File: src/rtl/spi_flag_pkg.sv
package spi_flag_pkg;
  localparam logic [1:0] ADDR_DATA   = 2'd0;
  localparam logic [1:0] ADDR_STATUS = 2'd1;
  localparam logic [1:0] ADDR_CTRL   = 2'd2;

  localparam int BIT_DONE = 7;
  localparam int BIT_WCOL = 6;
  localparam int BIT_BUSY = 0;

  typedef struct packed {
    logic load;     // take a new byte into the shifter
    logic rise;     // serial clock goes high, sample input
    logic fall;     // serial clock goes low, advance shifter
    logic capture;  // last fall: keep received byte
  } spiStrobe_t;
endpackage

File: src/rtl/spi_flag_ctrl.sv
module spi_flag_ctrl
  import spi_flag_pkg::*;
#(
  parameter int CLK_DIV = 4,
  parameter int DATA_W  = 8
) (
  input  logic       clk,
  input  logic       rst,
  input  logic [1:0] busAddr,
  input  logic       busWrite,
  input  logic       busRead,
  input  logic       busWdata0,
  output spiStrobe_t strobe,
  output logic       busy,
  output logic       flagDone,
  output logic       flagWcol,
  output logic       irqEn
);
  localparam int HALF    = CLK_DIV / 2;
  localparam int DIV_W   = (HALF > 1) ? $clog2(HALF) : 1;
  localparam int CNT_W   = $clog2(DATA_W);
  localparam logic [DIV_W-1:0] DIV_LAST = DIV_W'(HALF - 1);
  localparam logic [CNT_W-1:0] BIT_LAST = CNT_W'(DATA_W - 1);

  typedef enum logic {ST_IDLE, ST_RUN} ctrlState_t;

  ctrlState_t       state;
  logic [DIV_W-1:0] divCnt;
  logic [CNT_W-1:0] bitCnt;
  logic             highPhase;
  logic             armed;
  logic             tick;
  logic             dataWr, dataRd, statRd, ctrlWr;

  assign dataWr = busWrite && (busAddr == ADDR_DATA);
  assign dataRd = busRead  && (busAddr == ADDR_DATA);
  assign statRd = busRead  && (busAddr == ADDR_STATUS);
  assign ctrlWr = busWrite && (busAddr == ADDR_CTRL);
  assign tick   = (state == ST_RUN) && (divCnt == DIV_LAST);
  assign busy   = (state == ST_RUN);

  always_comb begin
    strobe         = '0;
    strobe.load    = (state == ST_IDLE) && dataWr;
    strobe.rise    = tick && !highPhase;
    strobe.fall    = tick && highPhase;
    strobe.capture = tick && highPhase && (bitCnt == BIT_LAST);
  end

  always_ff @(posedge clk) begin
    if (rst) begin
      state     <= ST_IDLE;
      divCnt    <= '0;
      bitCnt    <= '0;
      highPhase <= 1'b0;
    end else if (state == ST_IDLE) begin
      if (dataWr) begin
        state     <= ST_RUN;
        divCnt    <= '0;
        bitCnt    <= '0;
        highPhase <= 1'b0;
      end
    end else begin
      divCnt <= tick ? '0 : divCnt + 1'b1;
      if (tick) begin
        highPhase <= !highPhase;
        if (highPhase) begin
          if (bitCnt == BIT_LAST) state <= ST_IDLE;
          else bitCnt <= bitCnt + 1'b1;
        end
      end
    end
  end

  always_ff @(posedge clk) begin
    if (rst) begin
      flagDone <= 1'b0;
      flagWcol <= 1'b0;
      armed    <= 1'b0;
      irqEn    <= 1'b0;
    end else begin
      if (ctrlWr) irqEn <= busWdata0;
      if (statRd && (flagDone || flagWcol)) armed <= 1'b1;
      if (dataRd && armed) begin
        flagDone <= 1'b0;
        flagWcol <= 1'b0;
        armed    <= 1'b0;
      end
      if (strobe.capture) flagDone <= 1'b1;
      if (busy && dataWr) flagWcol <= 1'b1;
    end
  end

  p_flag_source_r4: assert property (@(posedge clk) disable iff (rst)
    $rose(flagDone) |-> $past(state == ST_RUN));

  p_wcol_on_busy_write_r7: assert property (@(posedge clk) disable iff (rst)
    (busy && dataWr) |=> flagWcol);

  p_clear_needs_arm_r6: assert property (@(posedge clk) disable iff (rst)
    $fell(flagDone) |-> $past(dataRd && armed));
endmodule

File: src/rtl/spi_flag_datapath.sv
module spi_flag_datapath
  import spi_flag_pkg::*;
#(
  parameter int DATA_W = 8
) (
  input  logic              clk,
  input  logic              rst,
  input  spiStrobe_t        strobe,
  input  logic [DATA_W-1:0] loadData,
  input  logic              miso,
  output logic              sck,
  output logic              mosi,
  output logic [DATA_W-1:0] rxData
);
  logic [DATA_W-1:0] shiftReg;
  logic              sampleBit;
  logic [DATA_W-1:0] nextShift;

  assign nextShift = {shiftReg[DATA_W-2:0], sampleBit};
  assign mosi      = shiftReg[DATA_W-1];

  always_ff @(posedge clk) begin
    if (rst) begin
      shiftReg  <= '0;
      sampleBit <= 1'b0;
      sck       <= 1'b0;
      rxData    <= '0;
    end else begin
      if (strobe.load) shiftReg <= loadData;
      if (strobe.rise) begin
        sck       <= 1'b1;
        sampleBit <= miso;
      end
      if (strobe.fall) begin
        sck      <= 1'b0;
        shiftReg <= nextShift;
        if (strobe.capture) rxData <= nextShift;
      end
    end
  end

  p_mosi_steady_high_r3: assert property (@(posedge clk) disable iff (rst)
    (sck && $past(sck)) |-> $stable(mosi));
endmodule

File: src/rtl/spi_flag_master.sv
module spi_flag_master
  import spi_flag_pkg::*;
#(
  parameter int CLK_DIV = 4,
  parameter int DATA_W  = 8
) (
  input  logic              clk,
  input  logic              rst,
  input  logic [1:0]        busAddr,
  input  logic              busWrite,
  input  logic              busRead,
  input  logic [DATA_W-1:0] busWdata,
  output logic [DATA_W-1:0] busRdata,
  output logic              sck,
  output logic              mosi,
  input  logic              miso,
  output logic              irq
);
  spiStrobe_t        strobe;
  logic              busy, flagDone, flagWcol, irqEn;
  logic [DATA_W-1:0] rxData;
  logic [DATA_W-1:0] statusWord;

  spi_flag_ctrl #(.CLK_DIV(CLK_DIV), .DATA_W(DATA_W)) u_ctrl (
    .clk(clk), .rst(rst), .busAddr(busAddr), .busWrite(busWrite),
    .busRead(busRead), .busWdata0(busWdata[0]), .strobe(strobe),
    .busy(busy), .flagDone(flagDone), .flagWcol(flagWcol), .irqEn(irqEn)
  );

  spi_flag_datapath #(.DATA_W(DATA_W)) u_dp (
    .clk(clk), .rst(rst), .strobe(strobe), .loadData(busWdata),
    .miso(miso), .sck(sck), .mosi(mosi), .rxData(rxData)
  );

  always_comb begin
    statusWord           = '0;
    statusWord[BIT_DONE] = flagDone;
    statusWord[BIT_WCOL] = flagWcol;
    statusWord[BIT_BUSY] = busy;
  end

  always_comb begin
    case (busAddr)
      ADDR_DATA:   busRdata = rxData;
      ADDR_STATUS: busRdata = statusWord;
      ADDR_CTRL:   busRdata = {{(DATA_W-1){1'b0}}, irqEn};
      default:     busRdata = '0;
    endcase
  end

  assign irq = flagDone && irqEn;

  p_sck_low_when_idle_r2: assert property (@(posedge clk) disable iff (rst)
    !busy |-> !sck);
endmodule

File: config.mk
export PLATFORM = sky130hd
export DESIGN_NAME = spi_flag_master
export DESIGN_NICKNAME = d
export VERILOG_FILES = /design/src/rtl/spi_flag_pkg.sv /design/src/rtl/spi_flag_ctrl.sv /design/src/rtl/spi_flag_datapath.sv /design/src/rtl/spi_flag_master.sv
export SDC_FILE = /design/constraint.sdc
export NUM_CORES = 1
export LEC_CHECK = 0
export CORE_ASPECT_RATIO = 0.7
export CORE_MARGIN = 3
export CORE_UTILIZATION = 50
export DETAILED_ROUTE_END_ITERATION = 12
export DONT_BUFFER_PORTS = 1
export MAX_ROUTING_LAYER = met4
export PLACE_DENSITY = 0.7
export REMOVE_ABC_BUFFERS = 1
export SLEW_MARGIN = 20
export SYNTH_ARGS = -nofsm -noshare
export SYNTH_HDL_FRONTEND = slang
export SYNTH_SLANG_ARGS = --single-unit
File: constraint.sdc
create_clock -name clk -period 1.5 [get_ports clk]
set_clock_uncertainty 0.2 [all_clocks]
set_input_delay 0.3 -clock clk [delete_from_list [all_inputs] [get_ports clk]]
set_output_delay 0.3 -clock clk [all_outputs]
set_load 0.01 [all_outputs]
* Yosys cells after proc, flatten, opt, wreduce, memory -nomap -nowiden *
Cells that the tools add are included.

word-level totals
  bits in registers = 28
  input bits = 15
  output and inout port bits = 11
  word-level logic and storage cells = 67

operators by class
  add/sub/neg operators = 2
  equality and inequality tests = 6
  muxes and demuxes = 21
  bitwise gates (word level) = 1
  reduce and logical (&&, ||, !) cells = 25

operators by type and width
  kind                                                             number
  8-bit case mux with 3 select lines                               1
  8-bit 2-to-1 mux                                                 2
  3-bit 2-to-1 mux                                                 5
  1-bit logical AND                                                13
  1-bit 2-to-1 mux                                                 13
  2-bit nonzero test                                               4
  2-bit inequality test, second input constant                     3
  2-bit AND reduction                                              2
  4-bit AND reduction                                              1
  2-bit OR reduction                                               2
  3-bit by 1-bit adder with 3-bit output, second input constant    1
  3-bit == test, second input constant                             1
  2-bit by 1-bit == test with 1-bit output, second input constant  1
  2-bit == test, second input constant                             1
  2-bit zero test                                                  1
  1-bit adder, second input constant                               1
  1-bit zero test                                                  1
  1-bit logical OR                                                 1
  1-bit inverter                                                   1

* Longest topological paths before layout *
Gate-level depths: netlist of the first run.

  word-level depth = 5
  depth in mapped cells = 6
  mapped depth without buffers = 5

* By module *
From an unflattened synthesis of the first run, not the netlist that was laid out.

unflattened totals
  cell total of the unflattened synthesis = 143
  area, all modules = 1438.9 um2

modules (own cells, without submodules)
  module             instances  cells an instance  area an instance (um2)  sequential area each (um2)
  spi_flag_datapath  1          79                 863.3                   360.3
  spi_flag_ctrl      1          50                 478.0                   200.2
  spi_flag_master    1          14                 97.6                    0.0

* Worst setup path after synthesis of the first run *
Ideal clock, no wire load.

  path type = in2reg
  from = in busAddr[1]
  to = reg u_dp.shiftReg[1]
  data arrival time = 1.228 ns
  path slack = -0.070 ns
  cell stages on the path = 5
  buffers on the path = 2
  path through = buf_6 > or4b_4 > buf_6 > nand2_1 > a311oi_1

on the way
  cells in the longest elaborated chain, start to end = 4

ends and longest elaborated chain
  item                          RTL line                 text
  from (decl)                   spi_flag_master.sv:9     input logic [1:0] busAddr,
  2-bit zero test               spi_flag_ctrl.sv:35      assign dataWr = busWrite && (busAddr == ADDR_DATA);
  1-bit logical AND             spi_flag_ctrl.sv:35
  1-bit logical AND             spi_flag_ctrl.sv:44      strobe.load = (state == ST_IDLE) && dataWr;
  2-bit nonzero test (no line)  n/a
  to (signal assigned)          spi_flag_datapath.sv:29  if (strobe.load) shiftReg <= loadData;
  to (signal assigned)          spi_flag_datapath.sv:36  shiftReg <= nextShift;
  to (decl)                     spi_flag_datapath.sv:15  logic [DATA_W-1:0] shiftReg;

No other way between the ends.
A chain may end at the register's enable or synchronous reset.

* Worst setup path in the final report of the first run *
  from = reg u_ctrl.state (netlist: u_ctrl.busy)
  to = out busRdata[0]

on the way
  cells in the longest elaborated chain, start to end = 1

ends and longest elaborated chain
  item                                RTL line               text
  from (decl)                         spi_flag_ctrl.sv:27    ctrlState_t state;
  from (signal assigned)              spi_flag_ctrl.sv:52    state <= ST_IDLE;
  from (signal assigned)              spi_flag_ctrl.sv:58    state <= ST_RUN;
  from (signal assigned)              spi_flag_ctrl.sv:68    if (bitCnt == BIT_LAST) state <= ST_IDLE;
  8-bit case mux with 3 select lines  spi_flag_master.sv:43  case (busAddr)
  to (decl)                           spi_flag_master.sv:13  output logic [DATA_W-1:0] busRdata,

No other way between the ends.

==> summary.txt, run 1 <==
Status: complete, but fails checks
Failing checks: setup timing
CTS tree: done
Async SR Flop Fraction: 0%
Seq/Total Area, Yosys: 44.05%
Max-slew headroom: 34.28%
Slew @ Worst Pin: 0.9857 ns
Hold Crit Class: primary input to flop
Initial antenna violation count: 0
Layout Nets: 184
Remaining antenna violation count: 0
Crit end category: output port
Synth area leader: dfxtp_1
I/O pins: 26
Vias: 1095
Die Span X: 66.30 um
Drt wl/cell: 13.98 um
Clock sink count: 28
H-tree Lvls: 1
ANT cells: 0
Tot GR Track Use: 17.74%
Max-cap violations: 0
Max Clock Freq: 635.5 MHz
Cells after Synth: 149
Syn Area/Cell: 8.540 um^2
Ys flop type: dfxtp_1
Clock slew at reported path FFs: 0.14 ns
First-pass detailed-route iteration total: 4
Vias in the first global route: 933
P&R area growth vs syn: 23.11%
Kind of critical path: flop to output port
Startpoint Class: flop
Fillers: 195
Leak: 0.5679 nW
Final wirelength: 2769 um
R2r setup slk: -0.06 ns
Setup_tns: -0.3769 ns
Fin worst setup slack: -0.07365 ns
Cell Rows: 14
Unrepaired setup endpoints after global routing: yes
First-pass GRT wire length: 4126 um
Final worst path period need: 1.574 ns
Clk Latency, worst-skew pair: 0.33 ns
Post-synth EDFFs: 0
Final slew viol count: 0
Count leader, synth: nand2_1
GP Congestion: 0.7716
Multi-input logic area: 705.7 um^2
Final setup viols: 12
Reg area: 570.5 um^2
Worst path arrival time: 1.07 ns
Synth Cell Area: 0.001272 mm^2
Hold path cells: 3
CTS Buffer Depth: 2
Die outline height: 48.21 um
Final hold vios: 0
Port Buffers: 0
Starting DRT DRC Count: 66
Largest net degree at the start of global routing: 27
Initial Util: 55.88%
Core area: 0.002277 mm^2
Pwr dens: 793.1 mW/mm^2
R2r worst-path depth: 3
Post-route clock period utilization: 104.9%
Synth cell count leaders: 35 x nand2_1, 28 x dfxtp_1, 17 x nor2_1
Total Die Area: 0.003196 mm^2
Ys Warns: 0
DP HPWL: 1781 um
Worst path required time: 1.00 ns
GR Overflow Total: 0
Worst-path maximum fanout: 5
Final Total Pwr: 1.242 mW
Layout cell share with drive strength beyond 1: 19.88%
Post-synth cell types: 27
#FFs+latches synth: 28
CTS Root Cell: clkbuf_4
DR DRC count: 0
Inserted Clock Buffers: 3
Top cell type's share of synthesized area: 44.05%
Vias per cell: 5.530
Synth area leaders: dfxtp_1 44%, nand2_1 10%, a21oi_1 6.3%
Worst VDD drop: 0.5457 mV
==> cell families after synthesis <==
| logic type | count (synthesis) | share of synthesized area [%] |
|---|---|---|
| multiplexers | 5 | 3.933 |
| buffers and inverters | 10 | 5.309 |
| AND/OR/NAND/NOR | 75 | 29.89 |
| AO/OA/AOI/OAI | 28 | 14.16 |
| flip-flops | 28 | 44.05 |
| adder cells (fa/ha/maj) | 2 | 1.966 |
| XOR/XNOR | 1 | 0.6884 |
==> state kept, by name (all words and copies together) (netlist names) <==
register	count
u_dp.rxData	8
u_dp.shiftReg	8
u_ctrl.bitCnt	3
u_ctrl.armed	1
u_ctrl.busy	1
u_ctrl.divCnt	1
u_ctrl.flagDone	1
u_ctrl.flagWcol	1
u_ctrl.highPhase	1
u_ctrl.irqEn	1
u_dp.sampleBit	1
u_dp.sck	1
==> where the power goes <==
part           internal [mW]  switching, mW
combinational         0.0586         0.0455
clock                  0.149          0.221
sequential             0.756         0.0125
==> timing repair <==
| item | 4_1_cts | 5_1_grt |
|---|---|---|
| buffers inserted | 2 | 0 |
| pin swaps | 1 | 5 |
| cloned | 0 | 0 |
| gates resized for setup | 14 | 11 |
| setup endpoints to repair | 23 | 29 |
| hold buffers | 14 | 0 |
| endpoints found under the hold margin | 28 | 0 |
==> per-layer routing <==
layer | share of wire (%) | wire [um] | track usage [%] | vias up
li1 | - | - | - | 551
met1 | 48 | 1342 | 22.87 | 515
met2 | 45 | 1252 | 28.99 | 27
met3 | 5.9 | 163 | 4.839 | 2
met4 | 0.36 | 10 | 2.429 | 0
met5 | 0 | 0 | - | -
==> layout by cell type, fill, tap and decap left out, types with 2 or more instances in the layout <==
| master | count |
|---|---|
| a21oi_1 | 15 |
| mux2i_1 | 4 |
| nor2_1 | 15 |
| nor2_2 | 2 |
| nand3b_1 | 6 |
| a311oi_1 | 7 |
| nand2_1 | 34 |
| clkbuf_4 | 3 |
| dfxtp_1 | 22 |
| and2_1 | 6 |
| a311oi_2 | 2 |
| buf_4 | 8 |
| ha_4 | 2 |
| dlygate4sd3_1 | 13 |
| dfxtp_2 | 5 |
==> path summary, 6_finish.rpt <==
kind                  start                to
max             u_ctrl.busy       busRdata[0]
min                 busRead   u_ctrl.flagWcol
min reg2reg  u_dp.rxData[3]    u_dp.rxData[3]
max reg2reg     u_ctrl.busy  u_dp.shiftReg[0]
==> per-stage QoR <==
stage	setup slack (ns)	area, um^2	instances	utilization, %	hold slack, ns
5_1_grt	-0.1150	1567	198	68.79	0.04586
3_3_place_gp	-0.04133	1297	178	56.98	0.1743
4_1_cts	-0.07039	1529	198	67.14	0.02484
2_1_floorplan	-0.008670	1205	139	-	0.1691
6_report	-0.07365	1567	198	68.79	0.03641
3_5_place_dp	-0.1088	1297	178	56.98	0.1747
==> critical path: stages, from the launching register on <==
cell and delay (ns):
dfxtp_4 0.39, mux2i_1 0.14, o21ai_1 0.08, buf_4 0.14
==> final cells by class <==
type                            instances  area share (%)
Multi-Input combinational cell        111           45.05
Timing Repair Buffer                   23           13.66
Sequential cell                        28           36.42
Tap cell                               32           2.556
Clock buffer                            4           2.316
(Power assumes the default switching activity.)
==> run 2: changes to the inputs <==
--- a/config.mk
+++ b/config.mk
@@ -5,7 +5,6 @@
 export SDC_FILE = /design/constraint.sdc
 export NUM_CORES = 1
 export LEC_CHECK = 0
-export CORE_ASPECT_RATIO = 0.7
 export CORE_MARGIN = 3
 export CORE_UTILIZATION = 50
 export DETAILED_ROUTE_END_ITERATION = 12
==> summary.txt, run 2 (same netlist as run 1, synthesis figures left out) <==
ANT cells: 0 (unchanged)
Max-cap violations: 0 (unchanged)
Inserted Clock Buffers: 3 (unchanged)
Die Span X: 56.45 um (-15%)
GP Congestion: 0.7621 (-1.2%)
Cell count along the critical path: 3 (unchanged)
R2r startpoint: u_ctrl.busy
CTS tree: done
Final worst path period need: 1.567 ns (-0.006819 ns)
Final setup viols: 9 (-3)
Layout Nets: 176 (-4.3%)
Max stage delay on crit path: 0.62 ns (+0.23 ns)
Worst VDD drop: 0.5441 mV (-0.29%)
Crit Reg-Reg Endpoint: u_dp.shiftReg[1]
Final Non-Filler Cells: 186 (-6.1%)
Kind of critical path: flop to flop
Die outline height: 56.45 um (+17%)
Vias per cell: 5.892 (+6.5%)
Clock sink count: 28 (unchanged)
Unrepaired setup endpoints after global routing: yes
Final wirelength: 2892 um (+4.4%)
Crit-path cells: or4b_4, nand2_1, a311oi_2
DR DRC count: 0 (unchanged)
Max Clock Freq: 638.2 MHz (+0.44%)
Total Die Area: 0.003186 mm^2 (-0.30%)
Post-route clock period utilization: 104.5% (-0.45 points)
Largest net degree at the start of global routing: 29 (+7.4%)
Critical Path Start: u_ctrl.busy
WP buf/inv: 0 (-1)
Final hold vios: 26 (+26)
Startpoint Class: flop
GR Overflow Total: 0 (unchanged)
CTS Root Cell: clkbuf_4
R2r setup slk: -0.07 ns (about the same)
Core area: 0.002318 mm^2 (+1.8%)
Reg area: 574.3 um^2 (+0.66%)
CTS Buffer Depth: 2 (unchanged)
DP HPWL: 1809 um (+1.6%)
Status: complete, but fails checks
Pwr dens: 812.6 mW/mm^2 (+2.5%)
I/O pins: 26 (unchanged)
Clk Latency, worst-skew pair: 0.32 ns (about the same)
Vias: 1096 (+0.091%)
Final hold slack: -0.1888 ns (-0.2253 ns)
Crit end category: flop
Final slew viol count: 0 (unchanged)
Post-CTS Hold Buffers: 3 (-11)
Leak: 0.5315 nW (-6.4%)
Fillers: 188 (-3.6%)
Setup_tns: -0.2953 ns (+0.08162 ns)
P&R area growth vs syn: 17.01%
Port Buffers: 0 (unchanged)
Slew @ Worst Pin: 0.3612 ns (-0.6246 ns)
Failing checks: hold timing, setup timing
Worst Setup EP: u_dp.shiftReg[1]
Max-slew headroom: 75.83% (+42 points)
Placed inst area: 0.001308 mm^2 (+0.77%)
Worst-path maximum fanout: 12 (+7)
Remaining antenna violation count: 0 (unchanged)
Vias in the first global route: 1075 (+15%)
First-pass GRT wire length: 4692 um (+14%)
Clock slew at reported path FFs: 0.15 ns (about the same)
Most frequent cells in the layout: 35 x nand2_1, 21 x dfxtp_1, 15 x nor2_1
Cell Rows: 17 (+3)
Initial antenna violation count: 0 (unchanged)
Layout cell share with drive strength beyond 1: 24.68% (+4.8 points)
Worst path arrival time: 1.58 ns (+0.51 ns)
Design area: 0.001489 mm^2 (-5.0%)
Initial Util: 54.88% (-1.0 points)
Drt wl/cell: 15.55 um (+11%)
Tot GR Track Use: 18.73% (+0.99 points)
Critical path's top delay family: simple AND/OR/NAND/NOR gates
Multi-input logic area: 719.4 um^2 (+2.0%)
Starting DRT DRC Count: 57 (-14%)
Hold Crit Class: primary input to flop
Placed insts: 176 (-1.1%)
R2r worst-path depth: 3 (unchanged)
Slowest CP cell: or4b_4
H-tree Lvls: 1 (unchanged)
Commonest non-fill, non-tap cell in the layout: nand2_1
Fin worst setup slack: -0.06683 ns (+0.006819 ns)
First-pass detailed-route iteration total: 4 (unchanged)
Finished Core Util: 64.22% (-4.6 points)
Top Registers: u_dp.rxData x8, u_dp.shiftReg x8, u_ctrl.bitCnt x3
Worst path required time: 1.51 ns (+0.51 ns)
## run 2: cell count changes in the layout (fill, tap and decap cells not counted), sizes merged
cell,delta
dlygate4sd3,-10
buf,+3
dlymetal6s4s,-1
## run 2: how the worst min path moves through the flow
stage / from / to / slack, ns / depth (start not counted)
global route: rst / u_dp.rxData[6] / -0.21 / 1
global placement: rst / u_dp.rxData[7] / 0.17 / 1
CTS: rst / u_ctrl.bitCnt[0] / -0.19 / 1
floorplan: rst / u_ctrl.bitCnt[0] / 0.17 / 1
finish: rst / u_dp.rxData[6] / -0.19 / 1
detailed placement: rst / u_dp.rxData[1] / 0.17 / 1
## run 2: area by class of cell
cell class	instances	area share (%)
multi-input cells	111	48.32
flip-flops and latches	28	38.57
repair buffers	15	8.319
clock buffers	4	2.437
well taps	28	2.353
## run 2: report_power, final
part           switching (mW)  internal [mW]  leakage [nW]
logic                  0.0309         0.0412         0.280
registers              0.0137          0.754         0.230
clock network           0.222          0.149        0.0210
## run 2: timing repair
| item | 4_1_cts | 5_1_grt |
|---|---|---|
| endpoints found under the setup margin | 24 | 20 |
| pin swaps | 8 | 1 |
| setup buffers | 1 | 1 |
| gates resized for setup | 16 | 14 |
| hold endpoints to repair | 28 | 26 |
| cloned | 1 | 0 |
## run 2: per-layer routing
layer  up-vias  share of wire, %  routed length [um]  GRT usage [%]
met3         4               7.2                 209          4.138
met5         -                 0                   0              -
met2        45                48                1375          28.71
met4         0               1.4                  40          7.797
met1       514                44                1268          23.70
li1        533                 -                   -              -
## run 2: worst reg2reg max path: stages (launching register included)
cell      delay (ns)
dfxtp_4         0.40
or4b_4          0.62
nand2_1         0.13
a311oi_2        0.11
## run 2: metrics by stage
step,worst slack [ns],total power [mW]
2_1_floorplan,-0.008670,0.8219
3_3_place_gp,-0.02283,0.8415
3_5_place_dp,-0.09422,0.8442
4_1_cts,-0.08031,1.215
5_1_grt,-0.1351,1.260
6_report,-0.06683,1.210
==> run 3: changes to the inputs <==
--- a/config.mk
+++ b/config.mk
@@ -16,3 +16,4 @@
 export SYNTH_ARGS = -nofsm -noshare
 export SYNTH_HDL_FRONTEND = slang
 export SYNTH_SLANG_ARGS = --single-unit
+export TNS_END_PERCENT = 5
==> constraint.sdc (replaced) <==
create_clock -name clk -period 1.3 [get_ports clk]
set_clock_uncertainty 0.2 [all_clocks]
set_input_delay 0.26 -clock clk [delete_from_list [all_inputs] [get_ports clk]]
set_output_delay 0.26 -clock clk [all_outputs]
set_load 0.01 [all_outputs]
==> summary.txt, run 3 (same netlist as run 1, synthesis figures left out) <==
Max-cap violations: 0 (unchanged)
Top Registers: u_dp.rxData x8, u_dp.shiftReg x8, u_ctrl.bitCnt x3
Worst path arrival time: 1.18 ns (-0.40 ns)
Final setup viols: 29 (+20)
Remaining antenna violation count: 0 (unchanged)
Port Buffers: 0 (unchanged)
R2r startpoint: u_ctrl.busy
Kind of critical path: flop to output port
GR Overflow Total: 0 (unchanged)
Cell Rows: 17 (unchanged)
Hold path cells: 3 (+2)
Final slew viol count: 0 (unchanged)
Clock sink count: 28 (unchanged)
Commonest non-fill, non-tap cell in the layout: nand2_1
Clk Latency, worst-skew pair: 0.33 ns (about the same)
Final hold slack: -0.003499 ns (+0.1853 ns)
Max Clock Freq: 611.2 MHz
Initial Util: 54.88% (unchanged)
CTS tree: done
I/O pins: 26 (unchanged)
Die outline height: 56.45 um (unchanged)
Tot GR Track Use: 18.50% (-0.23 points)
P&R area growth vs syn: 28.42%
Starting DRT DRC Count: 56 (-1.8%)
DR DRC count: 0 (unchanged)
Max-slew headroom: 83.04% (+7.2 points)
Largest net degree at the start of global routing: 29 (unchanged)
GP Congestion: 0.7866 (+3.2%)
Inserted Clock Buffers: 3 (unchanged)
Critical Path Start: u_ctrl.busy
R2r setup slk: -0.29 ns (-0.22 ns)
Placed insts: 180 (+2.3%)
Total Die Area: 0.003186 mm^2 (unchanged)
Layout Nets: 191 (+8.5%)
Final hold vios: 1 (-96%)
R2r worst-path depth: 4 (+1)
H-tree Lvls: 1 (unchanged)
Initial antenna violation count: 0 (unchanged)
Worst VDD drop: 0.6378 mV (+17%)
Status: complete, but fails checks
Die Span X: 56.45 um (unchanged)
HP Start: busWrite
Worst path required time: 0.84 ns (-0.67 ns)
Hold Crit Class: primary input to flop
Multi-input logic area: 708.2 um^2 (-1.6%)
Vias per cell: 5.791 (-1.7%)
First-pass detailed-route iteration total: 4 (unchanged)
Pwr dens: 890.9 mW/mm^2 (+9.6%)
Post-route clock period utilization: 125.9%
Startpoint Class: flop
CTS Root Cell: clkbuf_4
Worst-path maximum fanout: 2 (-10)
Placed inst area: 0.001338 mm^2 (+2.3%)
Final wirelength: 3035 um (+4.9%)
Clock slew at reported path FFs: 0.14 ns (about the same)
Slew @ Worst Pin: 0.2541 ns (-0.1071 ns)
Failing checks: hold timing, setup timing
Final Non-Filler Cells: 201 (+8.1%)
Design area: 0.001634 mm^2 (+9.7%)
Finished Core Util: 70.48% (+6.3 points)
CTS Buffer Depth: 2 (unchanged)
Crit Reg-Reg Endpoint: u_dp.shiftReg[5]
Most frequent cells in the layout: 35 x nand2_1, 17 x dfxtp_1, 15 x nor2_1
Fin worst setup slack: -0.3363 ns (-0.2694 ns)
DP HPWL: 1834 um (+1.4%)
Layout cell share with drive strength beyond 1: 28.90% (+4.2 points)
First-pass GRT wire length: 4588 um (-2.2%)
Worst Setup EP: busRdata[0]
Core area: 0.002318 mm^2 (unchanged)
Drt wl/cell: 15.10 um (-2.9%)
Crit end category: output port
Final worst path period need: 1.636 ns
Fillers: 183 (-2.7%)
Leak: 0.6146 nW (+16%)
Final Total Pwr: 1.456 mW (+20%)
Vias in the first global route: 1041 (-3.2%)
Vias: 1164 (+6.2%)
ANT cells: 0 (unchanged)
Unrepaired setup endpoints after global routing: yes
Reg area: 576.8 um^2 (+0.44%)
run 3: cell count changes in the layout (fill, tap and decap cells not counted), moves of 2 or more:
| cell | before | now |
|---|---|---|
| dlygate4sd3_1 | 3 | 13 |
| and2_1 | 6 | 0 |
| and2_4 | 0 | 6 |
| dfxtp_2 | 5 | 10 |
| dfxtp_1 | 21 | 17 |
| buf_6 | 1 | 4 |
| a311oi_1 | 5 | 7 |
| a311oi_2 | 4 | 2 |
| ha_4 | 2 | 0 |
run 3: how the worst min path moves through the flow:
stage	slack, ns	endpoint
after CTS	-0.23	u_ctrl.bitCnt[1]
after global placement	0.13	u_dp.rxData[7]
final	-0.003	u_ctrl.irqEn
after detailed placement	0.13	u_dp.rxData[2]
after global routing	0.02	u_ctrl.irqEn
after floorplan	0.13	u_ctrl.bitCnt[0]
run 3: area by class of cell:
type | instances | share of cell area, %
multi-input cells | 112 | 43.34
flip-flops and latches | 28 | 35.30
repair buffers | 29 | 17.00
clock buffers | 4 | 2.221
well taps | 28 | 2.144
run 3: worst max-delay path, cell delays in order, from the launching register on:
cell and delay [ns]:
dfxtp_4 0.37, buf_6 0.11, mux2i_1 0.14, o21ai_1 0.08, buf_4 0.14
run 3: routing by layer:
layer	up-vias	GRT usage, %	routed length [um]
li1	571	-	-
met1	546	23.62	1334
met2	40	28.55	1468
met3	7	2.989	175
met4	0	8.475	57
met5	-	-	0
run 3: what timing repair did:
| item | in CTS | in global routing |
|---|---|---|
| cloned | 1 | 0 |
| endpoints found under the hold margin | 28 | 28 |
| gates resized for setup | 21 | 14 |
| pin swaps | 10 | 6 |
| buffers inserted | 2 | 0 |
| setup endpoints to repair | 33 | 34 |
run 3: per-stage QoR:
step	setup TNS [ns]	setup slack [ns]	hold WS [ns]
after floorplan	-3.385	-0.2087	0.1291
after global placement	-4.010	-0.2049	0.1330
after detailed placement	-4.745	-0.2598	0.1345
after CTS	-5.083	-0.3242	-0.2340
after global routing	-6.910	-0.3907	0.02207
final	-5.218	-0.3363	-0.003499
run 3: power breakdown:
group          total, mW  switching (mW)  internal, mW
clock network      0.427           0.255         0.172
logic              0.143          0.0606        0.0824
registers          0.886          0.0141         0.872
total               1.46           0.330          1.13
